**src/rtl/cdiv_pkg.sv**
```systemverilog
package cdiv_pkg;
    localparam int CNT_W = 4;
    localparam int PH_W  = 4;
    localparam int SEQ_W = (CNT_W > PH_W) ? CNT_W : PH_W;

    typedef struct packed {
        logic [CNT_W-1:0] low;
        logic [CNT_W-1:0] high;
        logic [PH_W-1:0]  phase;
        logic             bypass;
        logic             ign_sync;
        logic             frc_lvl;
        logic             start_hi;
    } div_cfg_t;

    typedef enum logic [1:0] {
        DS_RUN   = 2'd0,
        DS_DELAY = 2'd1
    } div_st_t;

    function automatic logic [SEQ_W-1:0] half_len(input div_cfg_t c, input logic hi);
        return hi ? SEQ_W'(c.high) : SEQ_W'(c.low);
    endfunction
endpackage

```
**src/rtl/cdiv_cfg_reg.sv**
```systemverilog
module cdiv_cfg_reg
    import cdiv_pkg::*;
#(
    parameter int RST_LOW  = 3,
    parameter int RST_HIGH = 3
) (
    input  logic     clk,
    input  logic     rst,
    input  logic     we,
    input  div_cfg_t wr_cfg,
    output div_cfg_t sh_cfg
);
    always_ff @(posedge clk) begin
        if (rst) begin
            sh_cfg          <= '0;
            sh_cfg.low      <= CNT_W'(RST_LOW);
            sh_cfg.high     <= CNT_W'(RST_HIGH);
        end else if (we) begin
            sh_cfg <= wr_cfg;
        end
    end
endmodule

```
**src/rtl/cdiv_counter.sv**
```systemverilog
module cdiv_counter
    import cdiv_pkg::*;
#(
    parameter int RST_LOW  = 3
) (
    input  logic             clk,
    input  logic             rst,
    input  logic             sync_eff,
    input  div_cfg_t         sh_cfg,
    output logic             lvl,
    output div_st_t          st,
    output logic [SEQ_W-1:0] cnt
);
    always_ff @(posedge clk) begin
        if (rst) begin
            lvl <= 1'b0;
            st  <= DS_RUN;
            cnt <= SEQ_W'(RST_LOW);
        end else if (sync_eff) begin
            lvl <= sh_cfg.start_hi;
            if (sh_cfg.phase == '0) begin
                st  <= DS_RUN;
                cnt <= half_len(sh_cfg, sh_cfg.start_hi);
            end else begin
                st  <= DS_DELAY;
                cnt <= SEQ_W'(sh_cfg.phase);
            end
        end else if (!sh_cfg.bypass) begin
            case (st)
                DS_DELAY: begin
                    if (cnt == SEQ_W'(1)) begin
                        st  <= DS_RUN;
                        cnt <= half_len(sh_cfg, lvl);
                    end else begin
                        cnt <= cnt - 1'b1;
                    end
                end
                default: begin
                    if (cnt == '0) begin
                        lvl <= ~lvl;
                        cnt <= half_len(sh_cfg, ~lvl);
                    end else begin
                        cnt <= cnt - 1'b1;
                    end
                end
            endcase
        end
    end
endmodule

```
**src/rtl/cdiv_outmux.sv**
```systemverilog
module cdiv_outmux (
    input  logic clk_in,
    input  logic div_lvl,
    input  logic pdn,
    input  logic direct,
    input  logic glob_sel,
    input  logic bypass,
    input  logic ign_sync,
    input  logic frc_lvl,
    input  logic frc_en,
    output logic out
);
    always_comb begin
        if (pdn)
            out = 1'b0;
        else if (direct && !glob_sel)
            out = clk_in;
        else if (bypass)
            out = clk_in;
        else if (ign_sync && frc_en)
            out = frc_lvl;
        else
            out = div_lvl;
    end
endmodule

```
**src/rtl/cdiv_channel.sv**
```systemverilog
module cdiv_channel
    import cdiv_pkg::*;
#(
    parameter int RST_LOW  = 3,
    parameter int RST_HIGH = 3
) (
    input  logic             clk,
    input  logic             rst,
    input  logic             sync_req,
    input  logic             cfg_we,
    input  logic [CNT_W-1:0] cfg_low,
    input  logic [CNT_W-1:0] cfg_high,
    input  logic [PH_W-1:0]  cfg_phase,
    input  logic             cfg_bypass,
    input  logic             cfg_ign_sync,
    input  logic             cfg_frc_lvl,
    input  logic             cfg_start_hi,
    input  logic             force_en,
    input  logic             chan_direct,
    input  logic             chan_pdn,
    input  logic             path_sel_glob,
    output logic             clk_out
);
    div_cfg_t         wr_cfg;
    div_cfg_t         sh_cfg;
    logic             sync_eff;
    logic             div_lvl;
    div_st_t          core_st;
    logic [SEQ_W-1:0] core_cnt;

    always_comb begin
        wr_cfg.low      = cfg_low;
        wr_cfg.high     = cfg_high;
        wr_cfg.phase    = cfg_phase;
        wr_cfg.bypass   = cfg_bypass;
        wr_cfg.ign_sync = cfg_ign_sync;
        wr_cfg.frc_lvl  = cfg_frc_lvl;
        wr_cfg.start_hi = cfg_start_hi;
    end

    assign sync_eff = sync_req && !sh_cfg.ign_sync;

    cdiv_cfg_reg #(.RST_LOW(RST_LOW), .RST_HIGH(RST_HIGH)) u_cfg (
        .clk    (clk),
        .rst    (rst),
        .we     (cfg_we),
        .wr_cfg (wr_cfg),
        .sh_cfg (sh_cfg)
    );

    cdiv_counter #(.RST_LOW(RST_LOW)) u_cnt (
        .clk      (clk),
        .rst      (rst),
        .sync_eff (sync_eff),
        .sh_cfg   (sh_cfg),
        .lvl      (div_lvl),
        .st       (core_st),
        .cnt      (core_cnt)
    );

    cdiv_outmux u_mux (
        .clk_in   (clk),
        .div_lvl  (div_lvl),
        .pdn      (chan_pdn),
        .direct   (chan_direct),
        .glob_sel (path_sel_glob),
        .bypass   (sh_cfg.bypass),
        .ign_sync (sh_cfg.ign_sync),
        .frc_lvl  (sh_cfg.frc_lvl),
        .frc_en   (force_en),
        .out      (clk_out)
    );
endmodule

```
**config.mk**
```make
export PLATFORM = sky130hd
export DESIGN_NAME = cdiv_channel
export DESIGN_NICKNAME = d
export VERILOG_FILES = /design/src/rtl/cdiv_pkg.sv /design/src/rtl/cdiv_cfg_reg.sv /design/src/rtl/cdiv_counter.sv /design/src/rtl/cdiv_outmux.sv /design/src/rtl/cdiv_channel.sv
export SDC_FILE = /design/constraint.sdc
export NUM_CORES = 1
export LEC_CHECK = 0
export ABC_AREA = 1
export BUFFER_PORTS_ARGS = -buffer_cell sky130_fd_sc_hd__buf_2
export CORE_ASPECT_RATIO = 0.8
export CORE_MARGIN = 5
export CORE_UTILIZATION = 50
export DETAILED_ROUTE_END_ITERATION = 7
export PLACE_DENSITY = 0.72
export REMOVE_ABC_BUFFERS = 1
export SYNTH_ARGS = -nofsm -noshare
export SYNTH_HDL_FRONTEND = slang
export SYNTH_HIERARCHICAL = 1
export SYNTH_SLANG_ARGS = --single-unit
```
**constraint.sdc**
```tcl
create_clock -name clk -period 3.7 [get_ports clk]
set_clock_uncertainty 0.15 [all_clocks]
set_input_delay 0 -clock clk [delete_from_list [all_inputs] [get_ports clk]]
set_output_delay 0 -clock clk [all_outputs]
set_load 0.1 [all_outputs]
```
After elaboration in Yosys (flattened, before gate mapping)
Index checks and enable logic that the tools add are counted.
{"block": "classes", "addsub": 1, "multipliers": 0, "div": 0, "order_cmp": 0, "eq_ne": 4, "shift": 0, "n_mux": 22, "bitwise_logic": 1, "n_reduce_logical": 12}
{"cell": "$mux W4", "count": 9}
{"cell": "$mux W1", "count": 9}
{"cell": "$logic_not A4 Y1", "count": 2}
{"cell": "$mux W2", "count": 4}
{"cell": "$reduce_and A3 Y1", "count": 2}
{"cell": "$reduce_bool A2 Y1", "count": 3}
{"cell": "$eq A4 B1 Y1 const B", "count": 1}
{"cell": "$ne A2 B2 Y1 const B", "count": 2}
{"cell": "$sub A4 B1 Y4 const B", "count": 1}
{"cell": "$logic_and A1 B1 Y1", "count": 3}
{"cell": "$eq A2 B1 Y1 const B", "count": 1}
{"cell": "$logic_not A1 Y1", "count": 2}
{"cell": "$not A1 Y1", "count": 1}
{"block": "totals", "register_bits": 23, "latch_bits": 0, "ram_bits": 0, "rom_bits": 0, "inputBits": 24, "output_inout_bits": 1, "word_cells": 50, "memories": 0}

Depth between registers and ports, before layout
Gate-level depths: netlist of the first run.
{"block": "depth", "depth_word": 5, "mapped_depth": 10, "mapped_depth_nobuf": 10}

Modules after synthesis
Netlist of the first run, hierarchy kept.
{"mod": "cdiv_counter", "n_inst": 1, "cells_each": 154, "area_per_inst_um2": 770.7, "seq_area_each_um2": 120.1}
{"mod": "cdiv_cfg_reg", "n_inst": 1, "cells_each": 94, "area_per_inst_um2": 634.4, "seq_area_each_um2": 320.3}
{"mod": "cdiv_outmux", "n_inst": 1, "cells_each": 11, "area_per_inst_um2": 53.8, "seq_area_each_um2": 0.0}
{"mod": "cdiv_channel", "n_inst": 1, "cells_each": 2, "area_per_inst_um2": 10.0, "seq_area_each_um2": 0.0}

==> Flow_metrics.wiki, run 1 <==
{| class="wikitable"
! Metric !! Value
|-
| Antenna diode count || 0
|-
| Critical-path cell with the highest stage delay || sky130_fd_sc_hd__buf_2
|-
| Placed Instances || 314
|-
| Wire length after detailed routing || 3740 um
|-
| P&R area growth vs syn || 36.7%
|-
| Sequential share of power || 0.374
|-
| Power per unit of standard cell area || 380 nW/um^2
|-
| Placed wire-length estimate after detailed placement || 2320 um
|-
| Worst min-delay path class || in2reg
|-
| Final slew viol count || 0
|-
| Number of violations of the max-capacitance limit || 0
|-
| Number of global-route vias before repair || 1,508
|-
| Die Outline Area || 4100 um^2
|-
| Antenna Nets Post-Route || 0
|-
| Leftover overflow at the end of global routing || 0
|-
| Relative max-transition margin || 0.673
|-
| # rows || 17
|-
| Share of final-layout standard cells stronger than drive strength 1 || 0.143
|-
| Startpoint of the worst-slack reg-to-reg timing path || u_cfg/sh_cfg[2]
|-
| Clock latency at the later pin of the worst-skew pair || 370 ps
|-
| Number of endpoints failing setup at the final stage || 0
|-
| Die X-Extent || 70.4 um
|-
| Antenna violations before repair || 0
|-
| Peak ir drop on the vdd network || 281 uV
|-
| Final routed wire length divided by cell count || 10.6 um
|-
| Worst endpoint required time || 3550 ps
|-
| Die height || 58.3 um
|-
| Portion of total power attributed to combinational logic || 0.252
|-
| Critical Path Sink Type || output port
|-
| Core outline area || 2790 um^2
|-
| Switching Fraction || 0.323
|-
| Launching element type of the critical path || clock port
|-
| Outcome || complete, but fails checks
|-
| Ratio of routed vias to standard cells || 4.56
|-
| Number of filler cells placed in the layout || 244
|-
| Cell occurring most often along the worst timing path || sky130_fd_sc_hd__clkbuf_8
|-
| Setup bufs post-CTS || 0
|-
| TritonCTS clock tree || built
|-
| Total area of multi-input combinational cells || 788 um^2
|-
| Setup crit start || clk
|-
| Stage delay of the slowest cell on the critical path || 290 ps
|-
| Non-filler instance count after layout || 353
|-
| Initial standard-cell utilization of the core || 0.523
|-
| Input/output buffers || 24
|-
| Slew at the pin with the worst max-slew slack || 489 ps
|-
| Detailed-routing iteration count for the pre-antenna-repair pass || 4
|-
| Post-synthesis average cell area || 5.63 um^2
|-
| Fin. Hold Viols || 2
|-
| Via count || 1,610
|-
| Final-layout worst hold slack || -5.17 ps
|-
| Setup CP Type || clk2out
|-
| Worst-path fanout max || 2
|-
| Violations in the final reports || negative hold slack
|-
| NumNets Final || 342
|-
| Num ports || 25
|-
| Leakage component of the power || 1.14 nW
|-
| Post-route setup TNS || 0 ps
|-
| Register clock-pin slew on the reported worst setup and hold paths || 80 ps
|-
| Netlist area before placement || 1460 um^2
|-
| Min-Delay Startpoint || cfg_we
|-
| Total of warnings raised by yosys || 6
|-
| Routability-driven placement congestion ratio || 0.900
|-
| Register Area || 440 um^2
|-
| Remaining DRCs || 0
|-
| Final cell utilization of the core || 0.715
|-
| Worst endpoint data arrival time || 2500 ps
|-
| Critical path cell sequence || clkbuf_8 -> clkbuf_8 -> o21ai_1 -> a21oi_1 -> buf_2
|-
| First-pass GRT wire length || 6560 um
|-
| Switch Pwr || 0.245 mW
|-
| Global Route Usage Sum || 0.201
|-
| Internal power component || 0.512 mW
|-
| Initial DRC count || 111
|-
| Cells after synthesis || 259
|-
| Pin count of the biggest net entering global routing || 30
|-
| RSZ-0062 raised after global routing || false
|-
| Power share of the clock group || 0.374
|}
## placed cells by master (no fill, tap or decap), drive strengths merged
cell and count:
dlygate4sd3 32, inv 48, buf 24, nand3b 1
nand4 3, o211ai 1, nor2 47, o21ai 11
nand3 18, nand2 95, a21oi 4, ha 2
dfxtp 22, clkbuf 7
## power groups by stage
stage	Sequential (mW)	Combinational, mW	Clock [mW]
after floorplan	0.281	0.119	0.0256
after global placement	0.287	0.157	0.0278
after detailed placement	0.288	0.157	0.0278
after CTS	0.282	0.187	0.284
after global routing	0.287	0.221	0.301
final	0.283	0.190	0.283
## critical path, delay by kind of cell
family | cells | cell delay, ps
compound gates | 2 | 140
buf+inv | 3 | 510
## state kept, by name, summed over array words and instances (netlist names)
register / cells
u_cfg/sh_cfg: 16
u_cnt/cnt: 4
u_cnt/lvl: 1
u_cnt/st: 1
## timing repair
action	CTS	global route
resized for setup	0	0
hold endpoints to repair	22	0
endpoints found under the setup margin	0	0
hold buffers	32	0
## area by class of cell
type	instances	share of cell area
Clock buffer	8	0.0508
Inverter	48	0.0904
Sequential cell	22	0.221
Timing Repair Buffer	55	0.218
Tap cell	38	0.0239
Multi-Input combinational cell	182	0.395
## stage by stage
stage          setup slack (ps)  instance area [um^2]  power, mW
2_1_floorplan              1090                  1410      0.426
3_3_place_gp               1300                  1580      0.472
3_5_place_dp               1300                  1580      0.473
4_1_cts                    1040                  1990      0.753
5_1_grt                    1010                  1990      0.808
6_report                   1050                  1990      0.757
## final timing paths
| check | endpoint | slack [ps] | cells past startpoint |
|---|---|---|---|
| max reg2reg | u_cnt/st[0] | 1790 | 7 |
| min | u_cfg/sh_cfg[7] | -5 | 3 |
| min reg2reg | u_cfg/sh_cfg[7] | 350 | 2 |
| max | clk_out | 1050 | 5 |
## per-layer routing
metal  GRT usage  vias up  wire, um
li1            -      878         -
met1       0.246      698      1790
met2       0.341       31      1760
met3      0.0614        3       183
met4      0.0601        0        14
met5           0        -         0
No activity file was read; power rests on OpenSTA's default activity.
==> run 2, diff against run 1 <==
- clock period: 3.7 -> 2.5 ns (I/O delays scaled with it)
==> run 2 against run 1 <==
The flow now finishes without violations. First-iteration DRC count rose by 11%. Global-route usage fell by 0.073 points. Non-clock buffer count rose by 8. Power rose by 50%. Combinational power rose by 54%. Clock power rose by 48%. Sequential share of layout area fell by 0.85 points. Clock-buffer cell count did not move. Sequential power rose by 48%. Worst setup slack got worse by 610 ps. Core utilization rose by 2.9 points. Highest routed layer unchanged.
==> Flow_metrics.wiki, run 2 (synthesis gave the netlist of run 1 again) <==
{| class="wikitable"
! Metric !! Value
|-
| Ratio of routed vias to standard cells || 4.61 (was 4.56)
|-
| Register containing the most flip-flops in the final layout || u_cfg/sh_cfg (unchanged)
|-
| Outcome || finished, final reports clean (was complete, but fails checks)
|-
| Final routed wire length divided by cell count || 10.6 um (about the same)
|-
| Routability-driven placement congestion ratio || 0.901 (was 0.900)
|-
| Final-layout worst hold slack || 80.2 ps (was -5.17 ps)
|-
| Worst-path fanout max || 2 (unchanged)
|-
| Remaining DRCs || 0 (unchanged)
|-
| Final slew viol count || 0 (unchanged)
|-
| Clock latency at the later pin of the worst-skew pair || 370 ps (about the same)
|-
| Number of endpoints failing setup at the final stage || 0 (unchanged)
|-
| Flip-flop count of the largest register, all copies and words added || 16 (unchanged)
|-
| Antenna diode count || 0 (unchanged)
|-
| Pin count of the biggest net entering global routing || 30 (unchanged)
|-
| Launching element type of the critical path || clock port (unchanged)
|-
| P&R area growth vs syn || 42.2% (was 36.7%)
|-
| Worst endpoint required time || 2350 ps (was 3550 ps)
|-
| Post-cts sizing count || 0 (unchanged)
|-
| Cell occurring most often along the worst timing path || sky130_fd_sc_hd__clkbuf_8 (unchanged)
|-
| Leakage component of the power || 1.17 nW (was 1.14 nW)
|-
| Startpoint of the worst-slack reg-to-reg timing path || u_cfg/sh_cfg[2] (unchanged)
|-
| Wire length after detailed routing || 3840 um (was 3740 um)
|-
| Relative max-transition margin || 0.656 (was 0.673)
|-
| Number of global-route vias before repair || 1,576 (was 1,508)
|-
| Min-Delay Startpoint || cfg_we (unchanged)
|-
| Initial standard-cell utilization of the core || 0.523 (unchanged)
|-
| Setup bufs post-CTS || 0 (unchanged)
|-
| Num ports || 25 (unchanged)
|-
| Input/output buffers || 24 (unchanged)
|-
| Setup CP Type || clk2out (unchanged)
|-
| NumNets Final || 350 (was 342)
|-
| Fin. Hold Viols || 0 (was 2)
|-
| TritonCTS clock tree || built (unchanged)
|-
| Critical-path cell with the highest stage delay || sky130_fd_sc_hd__buf_2 (unchanged)
|-
| Commonest non-fill, non-tap cells in the layout || 93 x sky130_fd_sc_hd__nand2_1, 42 x sky130_fd_sc_hd__inv_1, 42 x sky130_fd_sc_hd__nor2_1, 40 x sky130_fd_sc_hd__dlygate4sd3_1, 24 x sky130_fd_sc_hd__buf_2 (was 93 x sky130_fd_sc_hd__nand2_1, 42 x sky130_fd_sc_hd__inv_1, 42 x sky130_fd_sc_hd__nor2_1, 32 x sky130_fd_sc_hd__dlygate4sd3_1, 24 x sky130_fd_sc_hd__buf_2)
|-
| Most common cell after layout, fill and taps aside || sky130_fd_sc_hd__nand2_1 (unchanged)
|-
| # rows || 17 (unchanged)
|-
| Critical Path Sink Type || output port (unchanged)
|-
| Via count || 1,663 (was 1,610)
|-
| Worst min-delay path class || in2reg (unchanged)
|-
| Initial DRC count || 123 (was 111)
|-
| Die X-Extent || 70.4 um (unchanged)
|-
| Post-route met1 wirelength || 1790 um (about the same)
|-
| Antenna violations before repair || 0 (unchanged)
|-
| Slack of the worst reg-to-reg path || 550 ps (was 1790 ps)
|-
| Amount of wire on met3 after detailed routing || 251 um (was 183 um)
|-
| Global Route Usage Sum || 0.200 (was 0.201)
|-
| Largest registers in the final layout || u_cfg/sh_cfg: 16 flops, u_cnt/cnt: 4 flops (unchanged)
|-
| Critical path cell sequence || clkbuf_8 -> clkbuf_8 -> o21ai_1 -> a21oi_1 -> buf_2 (unchanged)
|-
| Slew at the pin with the worst max-slew slack || 515 ps (was 489 ps)
|-
| RSZ-0062 raised after global routing || false (unchanged)
|-
| Post-route setup TNS || 0 ps (unchanged)
|-
| Detailed-routing iteration count for the pre-antenna-repair pass || 4 (unchanged)
|-
| Share of final-layout standard cells stronger than drive strength 1 || 0.139 (was 0.143)
|-
| Die height || 58.3 um (unchanged)
|-
| Register clock-pin slew on the reported worst setup and hold paths || 80 ps (about the same)
|-
| Number of violations of the max-capacitance limit || 0 (unchanged)
|-
| Power per unit of standard cell area || 546 nW/um^2 (was 380 nW/um^2)
|-
| Min-Delay Path Depth || 4 (was 3)
|-
| Placed wire-length estimate after detailed placement || 2330 um (was 2320 um)
|-
| Highest metal layer used by the detailed router || met4 (unchanged)
|-
| Final standard cell area without fillers || 2070 um^2 (was 1990 um^2)
|-
| Stage delay of the slowest cell on the critical path || 290 ps (about the same)
|-
| Cell count of the worst reg-to-reg path || 7 (unchanged)
|-
| Core outline area || 2790 um^2 (unchanged)
|-
| Detailed route wirelength on metal2 || 1780 um (was 1760 um)
|-
| Die Outline Area || 4100 um^2 (unchanged)
|-
| Worst endpoint data arrival time || 1920 ps (was 2500 ps)
|-
| First-pass GRT wire length || 6570 um (was 6560 um)
|-
| Leftover overflow at the end of global routing || 0 (unchanged)
|-
| Peak ir drop on the vdd network || 440 uV (was 281 uV)
|-
| Endpoint of the worst register-to-register path || u_cnt/st[0] (unchanged)
|-
| Antenna Nets Post-Route || 0 (unchanged)
|-
| Worst-case hold path end point || u_cfg/sh_cfg[8] (was u_cfg/sh_cfg[7])
|-
| Total placed instance area || 1580 um^2 (unchanged)
|}
-- run 2: per-stage QoR --
step           std cells   util  power, mW  setup slack (ps)
6_report             361  0.744       1.13               434
5_1_grt              361  0.744       1.21               359
4_1_cts              361  0.744       1.14               441
3_5_place_dp         314  0.566      0.701               702
3_3_place_gp         314  0.566      0.699               702
2_1_floorplan        252      -      0.631               175
-- run 2: routing by layer --
metal,GRT usage,vias to the layer above
met5,0,-
met4,0.0956,0
met3,0.0478,2
met2,0.336,42
met1,0.243,722
li1,-,897
-- run 2: worst max-delay path by stage --
stage / startpoint / slack [ps] / end
after floorplan: u_cnt/lvl / 170 / clk_out
after global placement: clk / 700 / clk_out
after detailed placement: clk / 700 / clk_out
after CTS: clk / 440 / clk_out
after global routing: u_cnt/lvl / 360 / clk_out
final: clk / 430 / clk_out
-- run 2: what timing repair did --
item | 4_1_cts | 5_1_grt
hold buffers | 40 | 0
hold endpoints to repair | 22 | 0
setup endpoints to repair | 0 | 0
-- run 2: worst max-delay path: cells and delay by family --
family	cells	cell delay, ps
buf+inv	3	510
compound gates	2	140
-- run 2: area by class of cell --
type                    count  area (um^2)
inverters                  48          180
flip-flops and latches     22          440
well taps                  38         47.5
fillers                   226          713
repair buffers             63          515
multi-input cells         182          788
clock buffers               8          101
-- run 2: report_power, final --
part | leakage, nW | switching (mW) | internal, mW
Sequential | 0.183 | 0.0372 | 0.381
Clock | 0.0578 | 0.171 | 0.248
Combinational | 0.927 | 0.156 | 0.138
Total | 1.17 | 0.365 | 0.767
